===== src/rtl/pi_chk_pkg.sv =====
package pi_chk_pkg;
   typedef enum logic [1:0] {
      PT_NONE = 2'd0,
      PT_T1   = 2'd1,
      PT_T2   = 2'd2,
      PT_T3   = 2'd3
   } prot_t;

   localparam int TUPLE_BYTES = 8;
   localparam int GUARD_W     = 16;
   localparam int REF_W       = 32;
endpackage


===== src/rtl/pi_byte_seq.sv =====
module pi_byte_seq
   import pi_chk_pkg::*;
#(
   parameter int BLOCK_BYTES = 512
) (
   input  logic              clk,
   input  logic              rst_n,
   input  logic              restart,
   input  logic              in_valid,
   input  logic [7:0]        in_byte,
   output logic              data_beat,
   output logic              tuple_last,
   output logic [GUARD_W-1:0] tuple_guard,
   output logic [REF_W-1:0]  tuple_ref
);
   localparam int TOTAL = BLOCK_BYTES + TUPLE_BYTES;
   localparam int PW    = $clog2(TOTAL);
   localparam logic [PW-1:0] DLIM = PW'(BLOCK_BYTES);
   localparam logic [PW-1:0] LAST = PW'(TOTAL - 1);
   localparam int SR_W  = 8 * (TUPLE_BYTES - 1);

   generate
      if (BLOCK_BYTES < 1) begin : g_bad_bb
         $error("pi_byte_seq: BLOCK_BYTES must be positive");
      end
   endgenerate

   logic [PW-1:0]   pos_q;
   logic [SR_W-1:0] sr_q;
   logic            take;

   assign take       = in_valid && !restart;
   assign data_beat  = take && (pos_q < DLIM);
   assign tuple_last = take && (pos_q == LAST);
   assign tuple_guard = sr_q[SR_W-1 -: GUARD_W];
   assign tuple_ref   = {sr_q[REF_W-9:0], in_byte};

   always_ff @(posedge clk or negedge rst_n) begin
      if (!rst_n) begin
         pos_q <= '0;
         sr_q  <= '0;
      end else if (restart) begin
         pos_q <= '0;
         sr_q  <= '0;
      end else if (take) begin
         pos_q <= (pos_q == LAST) ? '0 : pos_q + 1'b1;
         if (pos_q >= DLIM) begin
            sr_q <= {sr_q[SR_W-9:0], in_byte};
         end
      end
   end

   a_r10_pos_bound: assert property (@(posedge clk) disable iff (!rst_n)
      pos_q <= LAST);
   a_r9_restart_clears: assert property (@(posedge clk) disable iff (!rst_n)
      restart |=> pos_q == '0);
   a_r10_idle_hold: assert property (@(posedge clk) disable iff (!rst_n)
      (!in_valid && !restart) |=> $stable(pos_q));
endmodule


===== config.mk =====
export PLATFORM = sky130hd
export DESIGN_NAME = pi_byte_seq
export DESIGN_NICKNAME = d
export VERILOG_FILES = /design/src/rtl/pi_chk_pkg.sv /design/src/rtl/pi_byte_seq.sv
export SDC_FILE = /design/constraint.sdc
export NUM_CORES = 1
export LEC_CHECK = 0
export BUFFER_PORTS_ARGS = -buffer_cell sky130_fd_sc_hd__buf_4
export CAP_MARGIN = 20
export CORE_AREA = 2 2 103 105
export CTS_CLUSTER_SIZE = 16
export DETAILED_ROUTE_END_ITERATION = 7
export DIE_AREA = 0 0 105 107
export PLACE_DENSITY = 0.46
export SLEW_MARGIN = 20
export SYNTH_ARGS = -nofsm -noshare
export SYNTH_HDL_FRONTEND = slang
export SYNTH_SLANG_ARGS = --single-unit

===== constraint.sdc =====
create_clock -name clk -period 3.2 [get_ports clk]
set_clock_uncertainty 0.05 [all_clocks]
set_input_delay 0.64 -clock clk [delete_from_list [all_inputs] [get_ports clk]]
set_output_delay 0.64 -clock clk [all_outputs]
set_load 0.01 [all_outputs]

==> results of run 1 <==
==> power by group <==
group	switching, W	internal (W)	leakage (nW)
Clock	0.000330	0.000461	0.117
Combinational	0.0000479	0.0000217	0.607
Sequential	0.00000318	0.000836	0.921
==> routing by layer <==
metal  wire length (um)  global-route usage  vias to the layer above
li1                   -                   -                      944
met1               3080               0.160                      963
met2               2700               0.170                       61
met3                289              0.0274                       14
met4                169              0.0743                        0
met5                  0                   0                        -
==> logic make-up after synthesis <==
family | after synthesis | synth area share
DFF | 66 | 0.554
and+or+nand+nor | 78 | 0.121
adders and majority gates | 2 | 0.00839
buffers and inverters | 66 | 0.145
xor gates and xnor gates | 2 | 0.00587
AOI/OAI and AO/OA | 63 | 0.166
==> worst max path at each step <==
stage               cells after the start  slack, ns         end     start
finish                                  4       0.56  tuple_last  pos_q[8]
global route                            4       0.47  tuple_last  pos_q[8]
CTS                                     4       0.51  tuple_last  pos_q[8]
detailed placement                      4       0.91  tuple_last  pos_q[8]
global placement                        4       0.94  tuple_last  pos_q[8]
floorplan                               3       1.01  tuple_last  pos_q[8]
==> metrics by stage <==
step / total power (W) / hold slack, ns / util
final: 0.00170 / 0.364 / 0.342
after global routing: 0.00178 / 0.424 / 0.342
after CTS: 0.00174 / 0.386 / 0.342
after detailed placement: 0.000927 / 0.432 / 0.320
after global placement: 0.000927 / 0.429 / 0.320
after floorplan: 0.000887 / 0.294 / -
==> Yosys cell counts (2+ instances only) <==
cell type   n
or3_1       4
buf_1       2
nand3_1     9
inv_1       4
dfrtp_1    66
xor2_1      2
a22o_1     40
buf_2       4
clkbuf_1    8
nand4_1     3
nor2_1      9
buf_4      48
ha_1        2
a21oi_1    17
nand2_1    45
==> flip-flops by register name (all words and copies together), names as in the netlist <==
signal and flops:
sr_q 56, pos_q 10
==> cell type report <==
class | instances | area (um^2)
Multi-Input combinational cell | 145 | 913
Timing Repair Buffer | 64 | 480
Clock inverter | 6 | 87.6
Sequential cell | 66 | 1650
Tap cell | 136 | 170
Inverter | 4 | 15.0
Clock buffer | 10 | 138
Fill cell | 1062 | 6640
==> worst reg2reg max path: stages, from the launching register on <==
cell and delay [ns]:
dfrtp_1 0.42, or4b_4 0.57, o31ai_4 0.34, o22ai_1 0.14, a22o_1 0.20
==> reports/qor.yml, run 1 <==
final_layout:
  layout_common_cells: "dfrtp_1, buf_4, nand2_1, a22o_1, a21oi_1"
  final_common_cell: "dfrtp_1"
  drive_gt1_frac: 0.292
  instances_no_fill: 431
  fin_area_um2: 3460
  antenna_cells: 0
  final_nets: 304
  area.growth.synth_to_final_pct: 15.9
critical_path:
  critPathKind: "flop to primary output"
  crit_family: "simple AND/OR/NAND/NOR gates"
  worst_ep_arrival_time_ns: 1.95
  worstPathCellList: "or4b_4 -> or3_4 -> nor2_1 -> buf_4"
  slowest_delay_ns: 0.57
  rr_endpoint: "pos_q[5]"
  start_kind: "flop"
  r2r_slack_ns: 1.38
  timing.rr.start: "pos_q[8]"
  cp.buffers_inverters: 1
  critPathMaxFanout: 5
  reg2reg_depth: 4
  end_kind: "primary output"
  critPathSlowestCell: "or4b_4"
  cp.required_ns: 2.51
clock_network:
  clk_latency_ns: 0.34
  clockRootBuffer: "clkbuf_8"
  htree_num_levels: 3
  clk_pin_slew_ns: 0.07
  clock_path_buffers: 2
  numCtsBuffers: 9
  numClockSinks: 66
  cts_hold_buffers: 0
  post_cts_buffers: 0
  cts_tree: "done"
  ctsResizeCount: 0
drt:
  wl_per_cell_um: 14.5
  route.vias.total: 1982
  ant_nets: 0
  vias_per_cell: 4.60
  drc: 0
  first_pass_iters: 4
  wirelength_mm: 6.24
  drtIter0Drc: 115
grt:
  grt_pass1_vias: 1941
  grt_pass1_wl_mm: 10.1
  grt_overflow_total: 0
  grt_max_degree: 67
  grt_usage: 0.118
  antenna_found_initial: 0
floorplan:
  core-area_um2: 10100
  rows: 37
  die_area_um2: 11200
  floorplan.initialDensity: 0.296
  pin_count: 62
  die_h_um: 107
  die_w_um: 105
synth:
  synthesis.nets: 291
  synth-async-reset-ratio: 1.00
  synth_seq_cells: 66
  ys_warn_count: 0
  synth_area_per_cell_um2: 10.8
  synth_top_area_share: 0.554
  synth_seq_area_share: 0.554
  synth_ff_type: "dfrtp_1"
  syn_area_um2: 2980
  synth_edf_count: 0
  yosys.area.top_type: "dfrtp_1"
  synthDistinctLibCells: 29
  synth_area_leaders: "dfrtp_1, buf_4, a22o_1, nand2_1, a21oi_1"
  postSynthCellCount: 277
sta:
  setup_slack_ns: 0.556
  tightest_slew_ns: 0.852
  slew_headroom: 0.432
  hold_viol: 0
  drv_slew: 0
  min_period_ns: 2.64
  period_share: 0.826
  tns_ns: 0
  setup_viol: 0
  fmax_mhz: 378
  rsz0062_at_grt: "no"
pwr:
  powerDensity_nw_per_um2: 492
  p_leak_nw: 1.65
  irDropWorstVdd_uv: 162
placement:
  placement.cell_area_um2: 3230
  dp_cells: 415
  place.gp.congestion: 0.776
  dp_hpwl_mm: 3.88
  portBuffers: 61
  place_ws_ns: 0.911
job:
  drv_cap: 0
min_path:
  hp-class: "input pin to async pin"
run_status:
  status: "completed"
(Power assumes the default switching activity.)
==> run 2: changes to the inputs <==
Clock period 3.2 ns to 2.6 ns, I/O delays scaled along.
==> run 2 against run 1 <==
Effect of this change:
- non-clock buffer count is 2 higher
- critical path type unchanged
- setup slack worse by 0.46 ns
- clock power rose by 21%
- core utilization up 0.20 points
- clock-buffer cell count unchanged
- critical path depth did not move
- combinational power up 28%
- sequential power is 23% higher
- largest cell class unchanged
- cell count is 0.46% higher
==> reports/qor.yml, run 2 (synthesis results as in run 1) <==
sta:
  min_period_ns: 2.51
  period_share: 0.964
  setup_slack_ns: 0.0926  # -0.463 ns
  slew_headroom: 0.426  # -0.00576
  fmax_mhz: 399
  setup_viol: 0  # unchanged
  drv_slew: 0  # unchanged
  tightest_slew_ns: 0.861  # +0.00863 ns
  fin_hold_ws_ns: 0.225  # -0.139 ns
  rsz0062_at_grt: "no"
  tns_ns: 0  # unchanged
  hold_viol: 0  # unchanged
grt:
  grt_max_degree: 67  # unchanged
  grt_pass1_wl_mm: 10.3  # +2.2%
  grt_pass1_vias: 1894  # -2.4%
  grt_overflow_total: 0  # unchanged
  antenna_found_initial: 0  # unchanged
  grt_usage: 0.120  # +0.00154
drt:
  wl_met1_mm: 3.11  # +0.81%
  route.vias.total: 1993  # +0.55%
  routed.top_layer: "met4"
  drtIter0Drc: 132  # +15%
  first_pass_iters: 4  # unchanged
  dr_wl_met2_mm: 2.81  # +4.1%
  wirelength_mm: 6.30  # +0.95%
  drc: 0  # unchanged
  wl_per_cell_um: 14.5  # +0.48%
  ant_nets: 0  # unchanged
  vias_per_cell: 4.60  # about the same
  dr_wl_met3_um: 275  # -4.8%
critical_path:
  worstSetupStartpoint: "pos_q[7]"
  slowest_delay_ns: 0.56  # about the same
  timing.rr.start: "pos_q[7]"
  cp.required_ns: 2.03  # -0.48 ns
  end_kind: "primary output"
  start_kind: "flop"
  critPathSlowestCell: "or4b_4"
  critPathKind: "flop to primary output"
  critPathMaxFanout: 4  # -1
  worstPathCellList: "or4b_4 -> or3_4 -> nor2_1 -> buf_4"
  worst_ep_arrival_time_ns: 1.94  # about the same
pwr:
  power.total_w: 0.00208  # +22%
  swShare: 0.230  # +0.00558
  pwr-share-seq: 0.496  # +0.002
  p_clk_frac: 0.461  # -0.004
  internal-power_w: 0.00160  # +21%
  p_leak_nw: 1.65  # +0.33%
  p_sw_w: 0.000478  # +25%
  powerDensity_nw_per_um2: 598  # +22%
  irDropWorstVdd_uv: 217  # +33%
  combPwrFrac: 0.043  # +0.002
placement:
  place.gp.congestion: 0.767  # -1.2%
  portBuffers: 61  # unchanged
  dp_hpwl_mm: 3.97  # +2.1%
  place_ws_ns: 0.443  # -0.468 ns
clock_network:
  htree_num_levels: 3  # unchanged
  clk_pin_slew_ns: 0.07  # about the same
  clockRootBuffer: "clkbuf_8"
  cts_hold_buffers: 0  # unchanged
  cts_tree: "done"
  clk_latency_ns: 0.34  # about the same
  clock_path_buffers: 2  # unchanged
  numCtsBuffers: 9  # unchanged
  ctsResizeCount: 0  # unchanged
  numClockSinks: 66  # unchanged
run_status:
  status: "completed"
min_path:
  hp-class: "input pin to async pin"
floorplan:
  pin_count: 62  # unchanged
  die_w_um: 105  # unchanged
  rows: 37  # unchanged
  floorplan.initialDensity: 0.296  # unchanged
  die_area_um2: 11200  # unchanged
  core-area_um2: 10100  # unchanged
  die_h_um: 107  # unchanged
final_layout:
  largest_reg_flops: 56  # unchanged
  final_common_cell: "dfrtp_1"
  reg.largest.list: "sr_q x56, pos_q x10"
  final_nets: 306  # +0.66%
  drive_gt1_frac: 0.293  # +0.00140
  layout_common_cells: "dfrtp_1, buf_4, nand2_1, a22o_1, a21oi_1"
  top_register: "sr_q"
  area.growth.synth_to_final_pct: 16.5
  antenna_cells: 0  # unchanged
job:
  drv_cap: 0  # unchanged
[run 2: repair_timing]
action,CTS,global route
endpoints found under the setup margin,0,1
endpoints found under the hold margin,0,0
setup buffers,0,1
[run 2: routing by layer]
layer | vias up | track usage
met5 | - | 0
met4 | 0 | 0.0638
met3 | 8 | 0.0286
met2 | 61 | 0.166
met1 | 975 | 0.171
li1 | 949 | -
[run 2: power groups by stage]
stage	Clock (W)	Sequential (W)	Combinational (W)
after floorplan	0	0.00105	0.0000404
after global placement	0	0.00105	0.0000931
after detailed placement	0	0.00105	0.0000923
after CTS	0.000992	0.00103	0.0000924
after global routing	0.00104	0.00103	0.000101
final	0.000958	0.00103	0.0000891
[run 2: cell type report]
class | instances | area (um^2)
Multi-Input combinational cell | 145 | 913
Timing Repair Buffer | 66 | 508
Sequential cell | 66 | 1650
Inverter | 4 | 15.0
Clock buffer | 10 | 128
Clock inverter | 6 | 90.1
Fill cell | 1092 | 6620
Tap cell | 136 | 170
[run 2: path summary, 6_finish.rpt]
path | endpoint | slack (ns) | cells after the start
worst max-delay path | tuple_last | 0.09 | 4
worst min register to register | sr_q[43] | 0.45 | 1
min in group clk | sr_q[1] | 0.35 | 2
max in group asynchronous | pos_q[3] | 1.69 | 1
worst max register to register | pos_q[5] | 0.80 | 4
worst min-delay path | pos_q[6] | 0.22 | 1
[run 2: metrics by stage]
| stage | instances | utilization | area (um^2) |
|---|---|---|---|
| global placement | 416 | 0.322 | 3250 |
| floorplan | 277 | - | 2980 |
| detailed placement | 416 | 0.322 | 3250 |
| global route | 433 | 0.344 | 3480 |
| CTS | 432 | 0.344 | 3470 |
| finish | 433 | 0.344 | 3480 |
[run 2: worst max-delay path: cells and delay by family, from the launching register on]
family        cells  cell delay, ns
flops             1            0.41
buf+inv           1            0.13
simple gates      3            1.06
==> run 3: changes to the inputs <==
Settings changed: CORE_AREA 2 2 103 105 to 2 2 78 80, DIE_AREA 0 0 105 107 to 0 0 80 82, PLACE_DENSITY 0.46 to 0.75.
Clock period 2.6 ns to 2.7 ns, I/O delays scaled along.
==> run 3 against run 2 <==
Effect of this change:
- final area decreased by 3.0%
- die area decreased by 42%
- combinational power decreased by 10%
- non-clock buffer count decreased by 2
- global-route usage increased by 6.7 points
- sequential cell count unchanged
==> reports/qor.yml, run 3 (synthesis results as in run 1) <==
floorplan:
  core-area_um2: 5750  # -43%
  pin_count: 62  # unchanged
  die_w_um: 80  # -24%
  floorplan.initialDensity: 0.519  # +0.224
  die_area_um2: 6560  # -42%
  die_h_um: 82  # -23%
  rows: 28  # -24%
sta:
  tns_ns: 0  # unchanged
  min_period_ns: 2.52
  setup_viol: 0  # unchanged
  drv_slew: 0  # unchanged
  setup_slack_ns: 0.178  # +0.0858 ns
  slew_headroom: 0.464  # +0.0375
  rsz0062_at_grt: "no"
  hold_viol: 0  # unchanged
  fmax_mhz: 397
  period_share: 0.934
  tightest_slew_ns: 0.805  # -0.0563 ns
critical_path:
  end_kind: "primary output"
  cp.required_ns: 2.11  # +0.08 ns
  timing.rr.start: "pos_q[7]"
  reg2reg_depth: 4  # unchanged
  worstSetupStartpoint: "pos_q[7]"
  worst_ep_arrival_time_ns: 1.93  # about the same
  critPathKind: "flop to primary output"
  critPathMaxFanout: 6  # +2
  start_kind: "flop"
job:
  drv_cap: 0  # unchanged
final_layout:
  largest_reg_flops: 56  # unchanged
  final_nets: 304  # -0.65%
  multi_input_area_um2: 913  # unchanged
  antenna_cells: 0  # unchanged
  reg.largest.list: "sr_q x56, pos_q x10"
  final_common_cell: "dfrtp_1"
  layout_common_cells: "dfrtp_1, buf_4, nand2_1, a22o_1, a21oi_1"
  fin_area_um2: 3370  # -3.0%
  top_register: "sr_q"
  instances_no_fill: 369  # -15%
  drive_gt1_frac: 0.289  # -0.00381
  area.growth.synth_to_final_pct: 13.0
  fillers: 527  # -52%
  regArea_um2: 1650  # unchanged
clock_network:
  post_cts_buffers: 0  # unchanged
  clock_path_buffers: 2  # unchanged
  clk_pin_slew_ns: 0.06  # about the same
  clk_latency_ns: 0.34  # about the same
  cts_tree: "done"
  numClockSinks: 66  # unchanged
  cts_hold_buffers: 0  # unchanged
  htree_num_levels: 3  # unchanged
  numCtsBuffers: 9  # unchanged
  clockRootBuffer: "clkbuf_8"
  ctsResizeCount: 0  # unchanged
grt:
  grt_overflow_total: 0  # unchanged
  antenna_found_initial: 0  # unchanged
  grt_max_degree: 67  # unchanged
  grt_pass1_wl_mm: 9.16  # -11%
  grt_pass1_vias: 1930  # +1.9%
  grt_usage: 0.187  # +0.0670
drt:
  first_pass_iters: 4  # unchanged
  wirelength_mm: 5.61  # -11%
  route.vias.total: 2002  # +0.45%
  vias_per_cell: 5.43  # +18%
  drc: 0  # unchanged
  ant_nets: 0  # unchanged
  wl_per_cell_um: 15.2  # +4.5%
  drtIter0Drc: 104  # -21%
run_status:
  status: "completed"
min_path:
  hp-class: "input pin to async pin"
pwr:
  powerDensity_nw_per_um2: 584  # -2.4%
  p_leak_nw: 1.64  # -0.60%
  irDropWorstVdd_uv: 314  # +45%
placement:
  dp_hpwl_mm: 3.62  # -8.6%
  dp_cells: 354  # -15%
  place.gp.congestion: 0.815  # +6.3%
  place_ws_ns: 0.538  # +0.0950 ns
  placement.cell_area_um2: 3150  # -3.0%
  portBuffers: 61  # unchanged
[run 3: stage by stage]
| step | hold WS, ns | power [W] | util |
|---|---|---|---|
| floorplan | 0.194 | 0.00105 | - |
| global placement | 0.426 | 0.00110 | 0.549 |
| detailed placement | 0.436 | 0.00109 | 0.549 |
| CTS | 0.279 | 0.00199 | 0.587 |
| global route | 0.316 | 0.00206 | 0.587 |
| finish | 0.251 | 0.00197 | 0.587 |
[run 3: cell type report]
type | count | area share
Multi-Input combinational cell | 145 | 0.271
Timing Repair Buffer | 64 | 0.143
Inverter | 4 | 0.00445
Clock inverter | 5 | 0.0234
Sequential cell | 66 | 0.490
Clock buffer | 10 | 0.0408
Tap cell | 75 | 0.0278
[run 3: final timing paths]
kind | to | slack [ns]
worst min register to register | sr_q[43] | 0.45
min in group clk | sr_q[2] | 0.38
worst min-delay path | pos_q[7] | 0.25
worst max-delay path | tuple_last | 0.18
max in group asynchronous | sr_q[3] | 1.83
worst max register to register | pos_q[5] | 0.89
[run 3: layer usage]
layer	routed length [um]	GRT usage	up-vias
li1	-	-	946
met1	2570	0.254	984
met2	2600	0.272	59
met3	281	0.0451	13
met4	157	0.110	0
met5	0	0	-
[run 3: where the power goes]
| group | switching, W | total, W | internal (W) |
|---|---|---|---|
| Sequential | 0.00000393 | 0.000995 | 0.000991 |
| Combinational | 0.0000541 | 0.0000798 | 0.0000257 |
| Clock | 0.000356 | 0.000894 | 0.000538 |
| Total | 0.000414 | 0.00197 | 0.00155 |
[run 3: worst max-delay path, stage by stage, from the launching register on]
cell,delay [ns]
dfrtp_1,0.43
or4b_4,0.55
or3_4,0.40
nor2_1,0.09
buf_4,0.12
